$ cat src/rtl/sab_pkg.sv
`timescale 1ns/1ps
package sab_pkg;
   localparam int unsigned NUM_SIZES = 4;
   typedef logic [1:0] wsel_t;
   typedef enum logic {FRM_BURST = 1'b0, FRM_CONT = 1'b1} frame_mode_e;
endpackage

$ cat src/rtl/sab_wmask.sv
`timescale 1ns/1ps
module sab_wmask
   import sab_pkg::*;
#(
   parameter int unsigned DATA_W = 16,
   parameter int unsigned SZ_W [NUM_SIZES] = '{8, 10, 12, 16}
)(
   input  wsel_t             sel_i,
   input  logic [DATA_W-1:0] din_i,
   output logic [DATA_W-1:0] dout_o
);
   logic [DATA_W-1:0] tab [NUM_SIZES];

   for (genvar g = 0; g < NUM_SIZES; g++) begin : g_tab
      if (SZ_W[g] == 0 || SZ_W[g] > DATA_W) begin : g_bad
         $error("sab_wmask: size entry out of range");
      end
      assign tab[g] = DATA_W'((33'd1 << SZ_W[g]) - 33'd1);
   end

   assign dout_o = din_i & tab[sel_i];
endmodule

$ cat src/rtl/sab_ring.sv
`timescale 1ns/1ps
module sab_ring
   import sab_pkg::*;
#(
   parameter int unsigned ADDR_W = 11,
   localparam int unsigned LEN_W = ADDR_W + 1
)(
   input  logic              clk,
   input  logic              rst_n,
   input  logic              start_i,
   input  logic              stop_i,
   input  logic              step_i,
   input  logic              fsync_i,
   input  logic              cont_i,
   input  logic              autodis_i,
   input  logic [ADDR_W-1:0] base_i,
   input  logic [LEN_W-1:0]  len_i,
   output logic              run_o,
   output logic              take_o,
   output logic [ADDR_W-1:0] addr_o,
   output logic              half_o,
   output logic              wrap_o,
   output logic              mis_o
);
   logic [ADDR_W-1:0] off_q;
   logic [LEN_W-1:0]  nxt;
   logic              at_half, at_end;

   assign nxt     = {1'b0, off_q} + LEN_W'(1);
   assign at_half = (nxt == (len_i >> 1));
   assign at_end  = (nxt == len_i);
   assign take_o  = step_i & run_o & ~start_i & ~stop_i;
   assign addr_o  = base_i + off_q;

   always_ff @(posedge clk or negedge rst_n) begin
      if (!rst_n) begin
         run_o  <= 1'b0;
         off_q  <= '0;
         half_o <= 1'b0;
         wrap_o <= 1'b0;
         mis_o  <= 1'b0;
      end else begin
         half_o <= 1'b0;
         wrap_o <= 1'b0;
         mis_o  <= fsync_i & run_o & (frame_mode_e'(cont_i) == FRM_CONT) & (off_q != '0);
         if (start_i) begin
            run_o <= 1'b1;
            off_q <= '0;
         end else if (stop_i) begin
            run_o <= 1'b0;
         end else if (take_o) begin
            off_q  <= at_end ? '0 : nxt[ADDR_W-1:0];
            wrap_o <= at_end;
            half_o <= at_half;
            if (autodis_i && (at_end || at_half)) run_o <= 1'b0;
         end
      end
   end
endmodule

$ cat src/rtl/sab_rx_lane.sv
`timescale 1ns/1ps
module sab_rx_lane #(
   parameter int unsigned ADDR_W = 11,
   parameter int unsigned DATA_W = 16
)(
   input  logic              clk,
   input  logic              rst_n,
   input  logic              valid_i,
   input  logic              take_i,
   input  logic [ADDR_W-1:0] addr_i,
   input  logic [DATA_W-1:0] data_i,
   output logic              we_o,
   output logic [ADDR_W-1:0] waddr_o,
   output logic [DATA_W-1:0] wdata_o,
   output logic              word_irq_o
);
   always_ff @(posedge clk or negedge rst_n) begin
      if (!rst_n) begin
         we_o       <= 1'b0;
         waddr_o    <= '0;
         wdata_o    <= '0;
         word_irq_o <= 1'b0;
      end else begin
         we_o       <= take_i;
         word_irq_o <= valid_i & ~take_i;
         if (take_i) begin
            waddr_o <= addr_i;
            wdata_o <= data_i;
         end
      end
   end
endmodule

$ cat src/rtl/sab_tx_lane.sv
`timescale 1ns/1ps
module sab_tx_lane #(
   parameter int unsigned ADDR_W = 11
)(
   input  logic              clk,
   input  logic              rst_n,
   input  logic              req_i,
   input  logic              take_i,
   input  logic [ADDR_W-1:0] addr_i,
   output logic              re_o,
   output logic [ADDR_W-1:0] raddr_o,
   output logic              load_o,
   output logic              word_irq_o
);
   always_ff @(posedge clk or negedge rst_n) begin
      if (!rst_n) begin
         re_o       <= 1'b0;
         raddr_o    <= '0;
         load_o     <= 1'b0;
         word_irq_o <= 1'b0;
      end else begin
         re_o       <= take_i;
         load_o     <= re_o;
         word_irq_o <= req_i & ~take_i;
         if (take_i) raddr_o <= addr_i;
      end
   end
endmodule

$ cat src/rtl/serial_autobuffer.sv
`timescale 1ns/1ps
module serial_autobuffer
   import sab_pkg::*;
#(
   parameter int unsigned ADDR_W = 11,
   parameter int unsigned DATA_W = 16,
   parameter int unsigned SZ_W [NUM_SIZES] = '{8, 10, 12, 16},
   localparam int unsigned LEN_W = ADDR_W + 1
)(
   input  logic              clk,
   input  logic              rst_n,
   input  logic              rx_start,
   input  logic              rx_stop,
   input  logic [ADDR_W-1:0] rx_base,
   input  logic [LEN_W-1:0]  rx_len,
   input  logic              rx_autodis,
   input  logic              tx_start,
   input  logic              tx_stop,
   input  logic [ADDR_W-1:0] tx_base,
   input  logic [LEN_W-1:0]  tx_len,
   input  logic              tx_autodis,
   input  logic [1:0]        word_size,
   input  logic              frame_cont,
   input  logic              rx_fsync,
   input  logic              rx_word_valid,
   input  logic [DATA_W-1:0] rx_word_data,
   input  logic              tx_fsync,
   input  logic              tx_word_req,
   output logic [DATA_W-1:0] tx_word_data,
   output logic              tx_word_load,
   output logic              mem_wr_en,
   output logic [ADDR_W-1:0] mem_wr_addr,
   output logic [DATA_W-1:0] mem_wr_data,
   output logic              mem_rd_en,
   output logic [ADDR_W-1:0] mem_rd_addr,
   input  logic [DATA_W-1:0] mem_rd_data,
   output logic              rx_active,
   output logic              tx_active,
   output logic              rx_word_irq,
   output logic              rx_half_irq,
   output logic              rx_wrap_irq,
   output logic              rx_misalign_irq,
   output logic              tx_word_irq,
   output logic              tx_half_irq,
   output logic              tx_wrap_irq,
   output logic              tx_misalign_irq
);
   if (ADDR_W < 2 || ADDR_W > 16) begin : g_chk_addr
      $error("serial_autobuffer: ADDR_W out of range");
   end
   if (DATA_W < 8 || DATA_W > 32) begin : g_chk_data
      $error("serial_autobuffer: DATA_W out of range");
   end

   logic              rx_take, tx_take;
   logic [ADDR_W-1:0] rx_addr, tx_addr;
   logic [DATA_W-1:0] rx_trim;

   sab_ring #(.ADDR_W(ADDR_W)) u_rx_ring (
      .clk(clk), .rst_n(rst_n), .start_i(rx_start), .stop_i(rx_stop),
      .step_i(rx_word_valid), .fsync_i(rx_fsync), .cont_i(frame_cont),
      .autodis_i(rx_autodis), .base_i(rx_base), .len_i(rx_len),
      .run_o(rx_active), .take_o(rx_take), .addr_o(rx_addr),
      .half_o(rx_half_irq), .wrap_o(rx_wrap_irq), .mis_o(rx_misalign_irq)
   );

   sab_ring #(.ADDR_W(ADDR_W)) u_tx_ring (
      .clk(clk), .rst_n(rst_n), .start_i(tx_start), .stop_i(tx_stop),
      .step_i(tx_word_req), .fsync_i(tx_fsync), .cont_i(frame_cont),
      .autodis_i(tx_autodis), .base_i(tx_base), .len_i(tx_len),
      .run_o(tx_active), .take_o(tx_take), .addr_o(tx_addr),
      .half_o(tx_half_irq), .wrap_o(tx_wrap_irq), .mis_o(tx_misalign_irq)
   );

   sab_wmask #(.DATA_W(DATA_W), .SZ_W(SZ_W)) u_rx_mask (
      .sel_i(word_size), .din_i(rx_word_data), .dout_o(rx_trim)
   );

   sab_wmask #(.DATA_W(DATA_W), .SZ_W(SZ_W)) u_tx_mask (
      .sel_i(word_size), .din_i(mem_rd_data), .dout_o(tx_word_data)
   );

   sab_rx_lane #(.ADDR_W(ADDR_W), .DATA_W(DATA_W)) u_rx_lane (
      .clk(clk), .rst_n(rst_n), .valid_i(rx_word_valid), .take_i(rx_take),
      .addr_i(rx_addr), .data_i(rx_trim), .we_o(mem_wr_en),
      .waddr_o(mem_wr_addr), .wdata_o(mem_wr_data), .word_irq_o(rx_word_irq)
   );

   sab_tx_lane #(.ADDR_W(ADDR_W)) u_tx_lane (
      .clk(clk), .rst_n(rst_n), .req_i(tx_word_req), .take_i(tx_take),
      .addr_i(tx_addr), .re_o(mem_rd_en), .raddr_o(mem_rd_addr),
      .load_o(tx_word_load), .word_irq_o(tx_word_irq)
   );
endmodule

$ cat config.mk
export PLATFORM = sky130hd
export DESIGN_NAME = serial_autobuffer
export DESIGN_NICKNAME = d
export VERILOG_FILES = /design/src/rtl/sab_pkg.sv /design/src/rtl/sab_wmask.sv /design/src/rtl/sab_ring.sv /design/src/rtl/sab_rx_lane.sv /design/src/rtl/sab_tx_lane.sv /design/src/rtl/serial_autobuffer.sv
export SDC_FILE = /design/constraint.sdc
export NUM_CORES = 1
export LEC_CHECK = 0
export ABC_AREA = 1
export BUFFER_PORTS_ARGS = -buffer_cell sky130_fd_sc_hd__clkbuf_2
export CELL_PAD_IN_SITES_DETAIL_PLACEMENT = 1
export CELL_PAD_IN_SITES_GLOBAL_PLACEMENT = 1
export CORE_AREA = 2 2 119 121
export CTS_BUF_LIST = sky130_fd_sc_hd__clkbuf_8
export DETAILED_ROUTE_END_ITERATION = 10
export DIE_AREA = 0 0 121 123
export MAX_ROUTING_LAYER = met4
export PLACE_DENSITY = 0.93
export SLEW_MARGIN = 20
export SYNTH_ARGS = -nofsm -noshare
export SYNTH_HDL_FRONTEND = slang
export SYNTH_SLANG_ARGS = --single-unit
$ cat constraint.sdc
create_clock -name clk -period 4 [get_ports clk]
set_input_delay 0.4 -clock clk [delete_from_list [all_inputs] [get_ports clk]]
set_output_delay 0.4 -clock clk [all_outputs]
set_load 0.05 [all_outputs]
==> results of run 1 <==
metal layers:
metal  routed length (microns)  track usage
met2                      9235       0.4593
met5                         0            -
met1                      7464       0.2986
met4                       404      0.09448
met3                       805      0.04197
cell type report:
| cell class | instances | area, sq um | share of cell area |
|---|---|---|---|
| Clock inverter | 7 | 78.83 | 0.01238 |
| Inverter | 106 | 397.9 | 0.06248 |
| Sequential cell | 73 | 1827 | 0.2868 |
| Tap cell | 180 | 225.2 | 0.03536 |
| Clock buffer | 9 | 123.9 | 0.01945 |
| Multi-Input combinational cell | 595 | 2990 | 0.4695 |
| Timing Repair Buffer | 144 | 725.7 | 0.1139 |
logic make-up (layout without fill, tap and decap cells):
logic type,Yosys count,after routing
DFF,73,73
buffers and inverters,129,266
AOI/OAI and AO/OA,82,82
adders and majority gates,26,26
and+or+nand+nor,463,463
xor gates and xnor gates,24,24
registers in the layout (all words and copies together), names as in the netlist, 11 cells and up:
signal and count:
u_tx_ring.off_q 11, u_tx_lane.raddr_o 11, u_rx_lane.waddr_o 11, u_rx_lane.wdata_o 16
u_rx_ring.off_q 11
power breakdown:
part,switching [mW],internal (mW),leakage [nW]
clock network,0.332,0.294,0.0977
logic,0.500,0.160,2.49
registers,0.0517,0.815,0.957
total,0.883,1.27,3.55
worst reg2reg max path, cell delays in order (launching register included):
cell and delay [ns]:
dfrtp_1 0.53, ha_1 0.26, nand2_1 0.14, nor2_2 0.20, nand3_1 0.17, nand2_1 0.15
nand2_1 0.06, nand2_1 0.09, nand2_1 0.06, inv_1 0.06, nand4_2 0.34, nand2_1 0.16
nand2_1 0.06, nand2_1 0.05, nand2_1 0.04
per-stage QoR:
stage | setup WS (ns) | cells
CTS | 1.534 | 1114
finish | 1.511 | 1114
global placement | 1.597 | 1098
global route | 1.253 | 1114
floorplan | 2.117 | 797
detailed placement | 1.548 | 1098
synthesized netlist by cell type (8+ instances only):
master    instances  area share
o21ai_0          48       0.045
buf_4             9       0.013
nor3_1            8      0.0075
inv_1           102       0.072
a21oi_1          16       0.015
dfrtp_1          73        0.34
nand2_1         258        0.18
nand3_1          85       0.079
nor2_1           65       0.046
ha_1             24       0.056
xor2_1           22       0.036
clkbuf_1         10      0.0070
nand4_1          25       0.029
worst paths after layout:
path | to | cells after the start | slack [ns] | startpoint
worst max-delay path | u_rx_ring.run_o$_DFFE_PN0P_ | 14 | 1.51 | u_rx_ring.off_q[0]$_DFFE_PN0P_
worst min-delay path | u_rx_ring.off_q[9]$_DFFE_PN0P_ | 1 | 0.18 | rst_n
worst max register to register | u_rx_ring.run_o$_DFFE_PN0P_ | 14 | 1.51 | u_rx_ring.off_q[0]$_DFFE_PN0P_
worst min register to register | u_tx_lane.load_o$_DFF_PN0_ | 0 | 0.43 | u_tx_lane.re_o$_DFF_PN0_
max in group asynchronous | u_tx_ring.off_q[5]$_DFFE_PN0P_ | 1 | 3.18 | rst_n
min in group clk | u_rx_lane.wdata_o[0]$_DFFE_PN0P_ | 3 | 0.22 | rx_word_data[0]
==> run_summary.xml, run 1 <==
<?xml version="1.0" encoding="UTF-8"?>
<metrics>
  <group name="setup_path">
    <metric name="critical_path.max_stage_delay" unit="ns">0.53</metric>
    <metric name="worstPathRequired" unit="ns">4.27</metric>
    <metric name="sort_of_element_at_the_start_of_the_critical_path" unit="">flip-flop</metric>
    <metric name="worstPathBufferInverterCount" unit="">1</metric>
    <metric name="timing.critical_path.slowest_stage_cell" unit="">dfrtp_1</metric>
    <metric name="crit_chain" unit="">ha_1, nand2_1, nor2_2, nand3_1, nand2_1, nand2_1, nand2_1, nand2_1, inv_1, nand4_2, nand2_1, nand2_1, nand2_1, nand2_1</metric>
    <metric name="critPathTopFamily" unit="">simple AND/OR/NAND/NOR gates</metric>
    <metric name="cell_repeated_most_along_the_worst_path" unit="">nand2_1</metric>
    <metric name="path_max_fanout" unit="">12</metric>
    <metric name="criticalPathCategory" unit="">reg -&gt; reg</metric>
    <metric name="cp.arrival" unit="ns">2.76</metric>
    <metric name="kind_of_capture_point_of_the_worst_setup_path" unit="">flip-flop</metric>
  </group>
  <group name="synthesis">
    <metric name="yosys-mux-area-fraction" unit="">0</metric>
    <metric name="yosys_warnings" unit="">0</metric>
    <metric name="post_synth_num_cell_types" unit="">33</metric>
    <metric name="main_combinational_cell_family_by_area_after_synthesis" unit="">simple AND/OR/NAND/NOR gates</metric>
    <metric name="synth_top_flop_cell" unit="">dfrtp_1</metric>
    <metric name="synth_area" unit="sq mm">0.005354</metric>
    <metric name="post_synth_fa_ha_maj_area_fraction" unit="">0.06357</metric>
    <metric name="avg_cell_area_syn" unit="sq um">6.718</metric>
    <metric name="syn_inst" unit="">797</metric>
    <metric name="async_set_or_reset_flop_fraction_in_the_synthesized_netlist" unit="">1.000</metric>
    <metric name="complex_gate_fraction_of_the_synthesized_area" unit="">0.08273</metric>
    <metric name="synth-seq-area-share" unit="">0.3412</metric>
    <metric name="synth-edff-count" unit="">0</metric>
    <metric name="syn_nets" unit="">916</metric>
    <metric name="synth_area_in_simple_gates" unit="">0.3720</metric>
    <metric name="ys_ff_latch" unit="">73</metric>
    <metric name="synth_xor_area_frac" unit="">0.03926</metric>
  </group>
  <group name="sta">
    <metric name="slew_viol_final" unit="">0</metric>
    <metric name="worst_clock_skew" unit="ns">0.01241</metric>
    <metric name="worst_pin_slew" unit="ns">0.9906</metric>
    <metric name="fin_crit" unit="ns">2.489</metric>
    <metric name="slew_headroom" unit="">0.3396</metric>
    <metric name="hold_viol" unit="">0</metric>
    <metric name="max_freq" unit="GHz">0.4018</metric>
    <metric name="totalNegativeSetupSlack" unit="ns">0</metric>
    <metric name="worst_hold_slack" unit="ns">0.1765</metric>
    <metric name="rsz0062_at_grt" unit="">no</metric>
    <metric name="post-route-period-util" unit="">0.6222</metric>
    <metric name="setup_viol_count_final" unit="">0</metric>
  </group>
  <group name="drt">
    <metric name="vias" unit="">5821</metric>
    <metric name="detail_route.drc_violations" unit="">0</metric>
    <metric name="drt-total-wl" unit="mm">17.91</metric>
    <metric name="drt-vias-per-instance" unit="">5.225</metric>
    <metric name="avgRoutedWirePerCell" unit="microns">16.08</metric>
    <metric name="drt_pre_antenna_iters" unit="">4</metric>
    <metric name="drt-initial-drc-count" unit="">383</metric>
    <metric name="antenna_left" unit="">0</metric>
  </group>
  <group name="global_route">
    <metric name="via_count_of_the_first_global_routing_pass" unit="">6078</metric>
    <metric name="initial_antenna_violation_count" unit="">0</metric>
    <metric name="grt_first_pass_wirelength" unit="mm">29.46</metric>
    <metric name="grtUsageTotal" unit="">0.2600</metric>
    <metric name="globalRoute.totalOverflow" unit="">0</metric>
    <metric name="grt_start_max_net_pins" unit="">74</metric>
  </group>
  <group name="clock_network">
    <metric name="post_cts_hold_buffer_count" unit="">0</metric>
    <metric name="postCtsSetupBuffers" unit="">0</metric>
    <metric name="clk_pin_slew" unit="ns">0.09</metric>
    <metric name="tritoncts_num_sinks" unit="">73</metric>
    <metric name="htreeDepth" unit="">3</metric>
    <metric name="cts-root-to-sink-buffers" unit="">2</metric>
    <metric name="cts_buffers" unit="">9</metric>
    <metric name="postCtsResizedCells" unit="">0</metric>
    <metric name="tritoncts_clock_tree" unit="">built</metric>
    <metric name="clkLatencyLatePin" unit="ns">0.38</metric>
    <metric name="clk_root_buffer_cell" unit="">clkbuf_8</metric>
  </group>
  <group name="job">
    <metric name="max-cap-violations" unit="">0</metric>
  </group>
  <group name="floorplanning">
    <metric name="dieArea" unit="sq mm">0.01488</metric>
    <metric name="effective_utilization_at_floorplan" unit="">0.3933</metric>
    <metric name="die-width" unit="microns">121</metric>
    <metric name="placement_rows" unit="">43</metric>
    <metric name="die_y_extent" unit="microns">123</metric>
    <metric name="io-pin-count" unit="">160</metric>
    <metric name="core_area" unit="sq mm">0.01361</metric>
  </group>
  <group name="finish">
    <metric name="fraction_of_layout_instances_using_a_drive_strength_above_1" unit="">0.1949</metric>
    <metric name="post-route-cell-area" unit="sq mm">0.006369</metric>
    <metric name="areaGrowthSynthToFinish" unit="%">18.95</metric>
    <metric name="num-nets-final" unit="">1048</metric>
    <metric name="final_cell_utilization_of_the_core" unit="">0.4679</metric>
    <metric name="fillCellCount" unit="">1840</metric>
    <metric name="antenna-diode-count" unit="">0</metric>
    <metric name="layout_commonest_cell" unit="">nand2_1</metric>
    <metric name="final_cell_mix" unit="">258 x nand2_1, 142 x clkbuf_2, 102 x inv_1</metric>
  </group>
  <group name="outcome">
    <metric name="outcome" unit="">complete, no violations</metric>
  </group>
  <group name="power_and_ir_drop">
    <metric name="post-layout-total-power" unit="mW">2.152</metric>
    <metric name="power.static_leakage" unit="nW">3.548</metric>
    <metric name="powerDensity" unit="mW/mm^2">338.0</metric>
    <metric name="vdd_drop_max" unit="mV">0.2145</metric>
  </group>
  <group name="worst_hold_path">
    <metric name="worstHoldPathType" unit="">in -&gt; async</metric>
  </group>
  <group name="place">
    <metric name="routability_congestion" unit="">0.9275</metric>
    <metric name="placement.io_buffers" unit="">143</metric>
    <metric name="post-dp-hpwl" unit="mm">14.25</metric>
    <metric name="placed_area" unit="sq mm">0.006166</metric>
  </group>
</metrics>
Power figures use the tool's default switching activity.
==> run 2: changes to the inputs <==
--- a/config.mk
+++ b/config.mk
@@ -9,12 +9,12 @@
 export BUFFER_PORTS_ARGS = -buffer_cell sky130_fd_sc_hd__clkbuf_2
 export CELL_PAD_IN_SITES_DETAIL_PLACEMENT = 1
 export CELL_PAD_IN_SITES_GLOBAL_PLACEMENT = 1
-export CORE_AREA = 2 2 119 121
+export CORE_AREA = 2 2 129 131
 export CTS_BUF_LIST = sky130_fd_sc_hd__clkbuf_8
 export DETAILED_ROUTE_END_ITERATION = 10
-export DIE_AREA = 0 0 121 123
+export DIE_AREA = 0 0 131 133
 export MAX_ROUTING_LAYER = met4
-export PLACE_DENSITY = 0.93
+export PLACE_DENSITY = 0.85
 export SLEW_MARGIN = 20
 export SYNTH_ARGS = -nofsm -noshare
 export SYNTH_HDL_FRONTEND = slang
==> constraint.sdc (replaced) <==
create_clock -name clk -period 2.17 [get_ports clk]
set_input_delay 0.217 -clock clk [delete_from_list [all_inputs] [get_ports clk]]
set_output_delay 0.217 -clock clk [all_outputs]
set_load 0.05 [all_outputs]
==> run_summary.xml, run 2 (synthesized netlist as in run 1, its figures left out) <==
<?xml version="1.0" encoding="UTF-8"?>
<metrics>
  <group name="outcome">
    <metric name="outcome" unit="">complete, no violations</metric>
  </group>
  <group name="setup_path">
    <metric name="worstPathRequired" unit="ns">2.40</metric>
    <metric name="kind_of_capture_point_of_the_worst_setup_path" unit="">flip-flop</metric>
    <metric name="r2r_setup_slack" unit="ns">0.07</metric>
    <metric name="crit_chain" unit="">buf_4, inv_4, ha_4, xnor2_1, nand4_1, nor2_2, nand3_2, nor2_4, nand2_4, nand3_1, o21ai_0</metric>
    <metric name="sort_of_element_at_the_start_of_the_critical_path" unit="">flip-flop</metric>
    <metric name="timing.critical_path.slowest_stage_cell" unit="">dfrtp_2</metric>
    <metric name="critical_path.reg2reg.startpoint" unit="">u_tx_ring.off_q[0]$_DFFE_PN0P_</metric>
    <metric name="critical_path.reg2reg.endpoint" unit="">u_tx_ring.off_q[8]$_DFFE_PN0P_</metric>
    <metric name="critical_path.max_stage_delay" unit="ns">0.44</metric>
    <metric name="reg2reg_depth" unit="">11</metric>
    <metric name="cp.arrival" unit="ns">2.33</metric>
    <metric name="criticalPathCategory" unit="">reg -&gt; reg</metric>
    <metric name="path_max_fanout" unit="">6</metric>
  </group>
  <group name="power_and_ir_drop">
    <metric name="p_clk_frac" unit="">0.302</metric>
    <metric name="net-switching-power" unit="mW">1.623</metric>
    <metric name="vdd_drop_max" unit="mV">0.3983</metric>
    <metric name="seq_power_share" unit="">0.388</metric>
    <metric name="comb_power_share" unit="">0.310</metric>
    <metric name="power.switching_fraction" unit="">0.3958</metric>
    <metric name="power.static_leakage" unit="nW">3.718</metric>
    <metric name="powerDensity" unit="mW/mm^2">598.8</metric>
    <metric name="p_int" unit="mW">2.477</metric>
  </group>
  <group name="drt">
    <metric name="drt_pre_antenna_iters" unit="">4</metric>
    <metric name="drt-total-wl" unit="mm">19.24</metric>
    <metric name="antenna_left" unit="">0</metric>
    <metric name="detail_route.drc_violations" unit="">0</metric>
    <metric name="drt-initial-drc-count" unit="">255</metric>
    <metric name="avgRoutedWirePerCell" unit="microns">16.33</metric>
    <metric name="vias" unit="">5863</metric>
    <metric name="drt-vias-per-instance" unit="">4.977</metric>
  </group>
  <group name="clock_network">
    <metric name="clk_root_buffer_cell" unit="">clkbuf_8</metric>
    <metric name="htreeDepth" unit="">3</metric>
    <metric name="tritoncts_num_sinks" unit="">73</metric>
    <metric name="clk_pin_slew" unit="ns">0.09</metric>
    <metric name="cts_buffers" unit="">9</metric>
    <metric name="clkLatencyLatePin" unit="ns">0.36</metric>
    <metric name="cts-root-to-sink-buffers" unit="">2</metric>
    <metric name="tritoncts_clock_tree" unit="">built</metric>
  </group>
  <group name="worst_hold_path">
    <metric name="holdPathStages" unit="">3</metric>
    <metric name="worstHoldPathType" unit="">in -&gt; reg</metric>
    <metric name="hold_path_startpoint" unit="">rx_word_data[3]</metric>
    <metric name="hold-path-endpoint" unit="">u_rx_lane.wdata_o[3]$_DFFE_PN0P_</metric>
  </group>
  <group name="floorplanning">
    <metric name="die-width" unit="microns">131</metric>
    <metric name="effective_utilization_at_floorplan" unit="">0.3311</metric>
    <metric name="core_area" unit="sq mm">0.01617</metric>
    <metric name="placement_rows" unit="">47</metric>
    <metric name="io-pin-count" unit="">160</metric>
    <metric name="die_y_extent" unit="microns">133</metric>
    <metric name="dieArea" unit="sq mm">0.01742</metric>
  </group>
  <group name="finish">
    <metric name="largest_register_ff_count" unit="">16</metric>
    <metric name="most_flop_heavy_register" unit="">u_rx_lane.wdata_o</metric>
    <metric name="post-route-cell-area" unit="sq mm">0.006848</metric>
    <metric name="fraction_of_layout_instances_using_a_drive_strength_above_1" unit="">0.2641</metric>
    <metric name="final_cell_mix" unit="">240 x nand2_1, 142 x clkbuf_2, 101 x inv_1</metric>
    <metric name="fillCellCount" unit="">2159</metric>
    <metric name="num-nets-final" unit="">1073</metric>
    <metric name="antenna-diode-count" unit="">0</metric>
    <metric name="areaGrowthSynthToFinish" unit="%">27.90</metric>
    <metric name="layout_commonest_cell" unit="">nand2_1</metric>
  </group>
  <group name="job">
    <metric name="max-cap-violations" unit="">0</metric>
  </group>
  <group name="place">
    <metric name="routability_congestion" unit="">0.8688</metric>
    <metric name="placement.io_buffers" unit="">143</metric>
    <metric name="dp_worst_setup_slack" unit="ns">-0.1007</metric>
    <metric name="post-dp-hpwl" unit="mm">14.70</metric>
    <metric name="placed_area" unit="sq mm">0.006334</metric>
  </group>
  <group name="global_route">
    <metric name="grt_start_max_net_pins" unit="">45</metric>
    <metric name="globalRoute.totalOverflow" unit="">0</metric>
    <metric name="grtUsageTotal" unit="">0.2242</metric>
    <metric name="via_count_of_the_first_global_routing_pass" unit="">6278</metric>
    <metric name="initial_antenna_violation_count" unit="">0</metric>
    <metric name="grt_first_pass_wirelength" unit="mm">30.02</metric>
  </group>
  <group name="sta">
    <metric name="fin_crit" unit="ns">2.101</metric>
    <metric name="hold_viol" unit="">0</metric>
    <metric name="setup_viol_count_final" unit="">0</metric>
    <metric name="worst_pin_slew" unit="ns">0.6261</metric>
    <metric name="post-route-period-util" unit="">0.9681</metric>
    <metric name="worst_clock_skew" unit="ns">0.008150</metric>
    <metric name="max_freq" unit="GHz">0.4760</metric>
    <metric name="final_critical_path_setup_slack" unit="ns">0.06914</metric>
    <metric name="slew_headroom" unit="">0.5822</metric>
    <metric name="slew_viol_final" unit="">0</metric>
    <metric name="rsz0062_at_grt" unit="">yes</metric>
  </group>
</metrics>
run 2: final cells by class:
class / instances / area [sq um] / share of cell area
Multi-Input combinational cell: 596 / 3191 / 0.4659
Sequential cell: 73 / 1837 / 0.2682
Timing Repair Buffer: 168 / 928.4 / 0.1356
Inverter: 106 / 400.4 / 0.05847
Tap cell: 220 / 275.3 / 0.04020
Clock buffer: 9 / 123.9 / 0.01809
Clock inverter: 6 / 92.59 / 0.01352
run 2: worst max-delay path by stage:
| stage | startpoint | end | cells past startpoint |
|---|---|---|---|
| after detailed placement | u_tx_ring.off_q[0]$_DFFE_PN0P_ | u_tx_ring.off_q[0]$_DFFE_PN0P_ | 14 |
| final | u_tx_ring.off_q[0]$_DFFE_PN0P_ | u_tx_ring.off_q[8]$_DFFE_PN0P_ | 11 |
| after global placement | u_rx_ring.off_q[0]$_DFFE_PN0P_ | u_rx_ring.off_q[4]$_DFFE_PN0P_ | 13 |
| after CTS | u_rx_ring.off_q[1]$_DFFE_PN0P_ | u_rx_ring.off_q[2]$_DFFE_PN0P_ | 13 |
| after floorplan | u_rx_ring.off_q[0]$_DFFE_PN0P_ | u_rx_ring.off_q[2]$_DFFE_PN0P_ | 13 |
| after global routing | u_rx_ring.off_q[0]$_DFFE_PN0P_ | u_rx_ring.off_q[0]$_DFFE_PN0P_ | 13 |
run 2: per-stage QoR:
stage / setup TNS, ns / utilization / instances / hold slack, ns / power (mW)
floorplan: 0 / - / 797 / -0.07859 / 2.479
finish: 0 / 0.4234 / 1178 / 0.05717 / 4.100
detailed placement: -1.063 / 0.3916 / 1152 / 0.2338 / 2.856
CTS: 0 / 0.4094 / 1173 / 0.03138 / 4.117
global route: -0.5347 / 0.4234 / 1178 / 0.04837 / 4.305
global placement: 0 / 0.3916 / 1152 / 0.2247 / 2.826
run 2: what timing repair did:
item                                    4_1_cts  5_1_grt
gates resized for setup                       9       62
pin swaps                                     1       17
hold buffers                                  1        0
hold endpoints to repair                     37        0
endpoints found under the setup margin       24       28
buffers inserted                              5        4
cloned                                        0        1
run 2: power by group through the flow:
stage	sequential, mW	combinational, mW	clock, mW
6_report	1.59	1.27	1.24
3_3_place_gp	1.61	1.22	0
2_1_floorplan	2.10	0.376	0
3_5_place_dp	1.62	1.24	0
5_1_grt	1.61	1.37	1.33
4_1_cts	1.59	1.25	1.27
run 2: critical path, delay by kind of cell (launching register included):
kind	cells	cell delay, ns
flip-flops	1	0.44
XOR/XNOR	1	0.18
adder cells (fa/ha/maj)	1	0.22
AO/OA/AOI/OAI	1	0.10
AND/OR/NAND/NOR	6	0.77
buffers and inverters	2	0.26
run 2: layer usage:
layer / up-vias / global-route usage / wire [microns]
met2: 146 / 0.3952 / 10240
met1: 2824 / 0.2613 / 7889
met3: 28 / 0.03154 / 782
met4: 0 / 0.06797 / 328
li1: 2865 / - / -
met5: - / - / 0
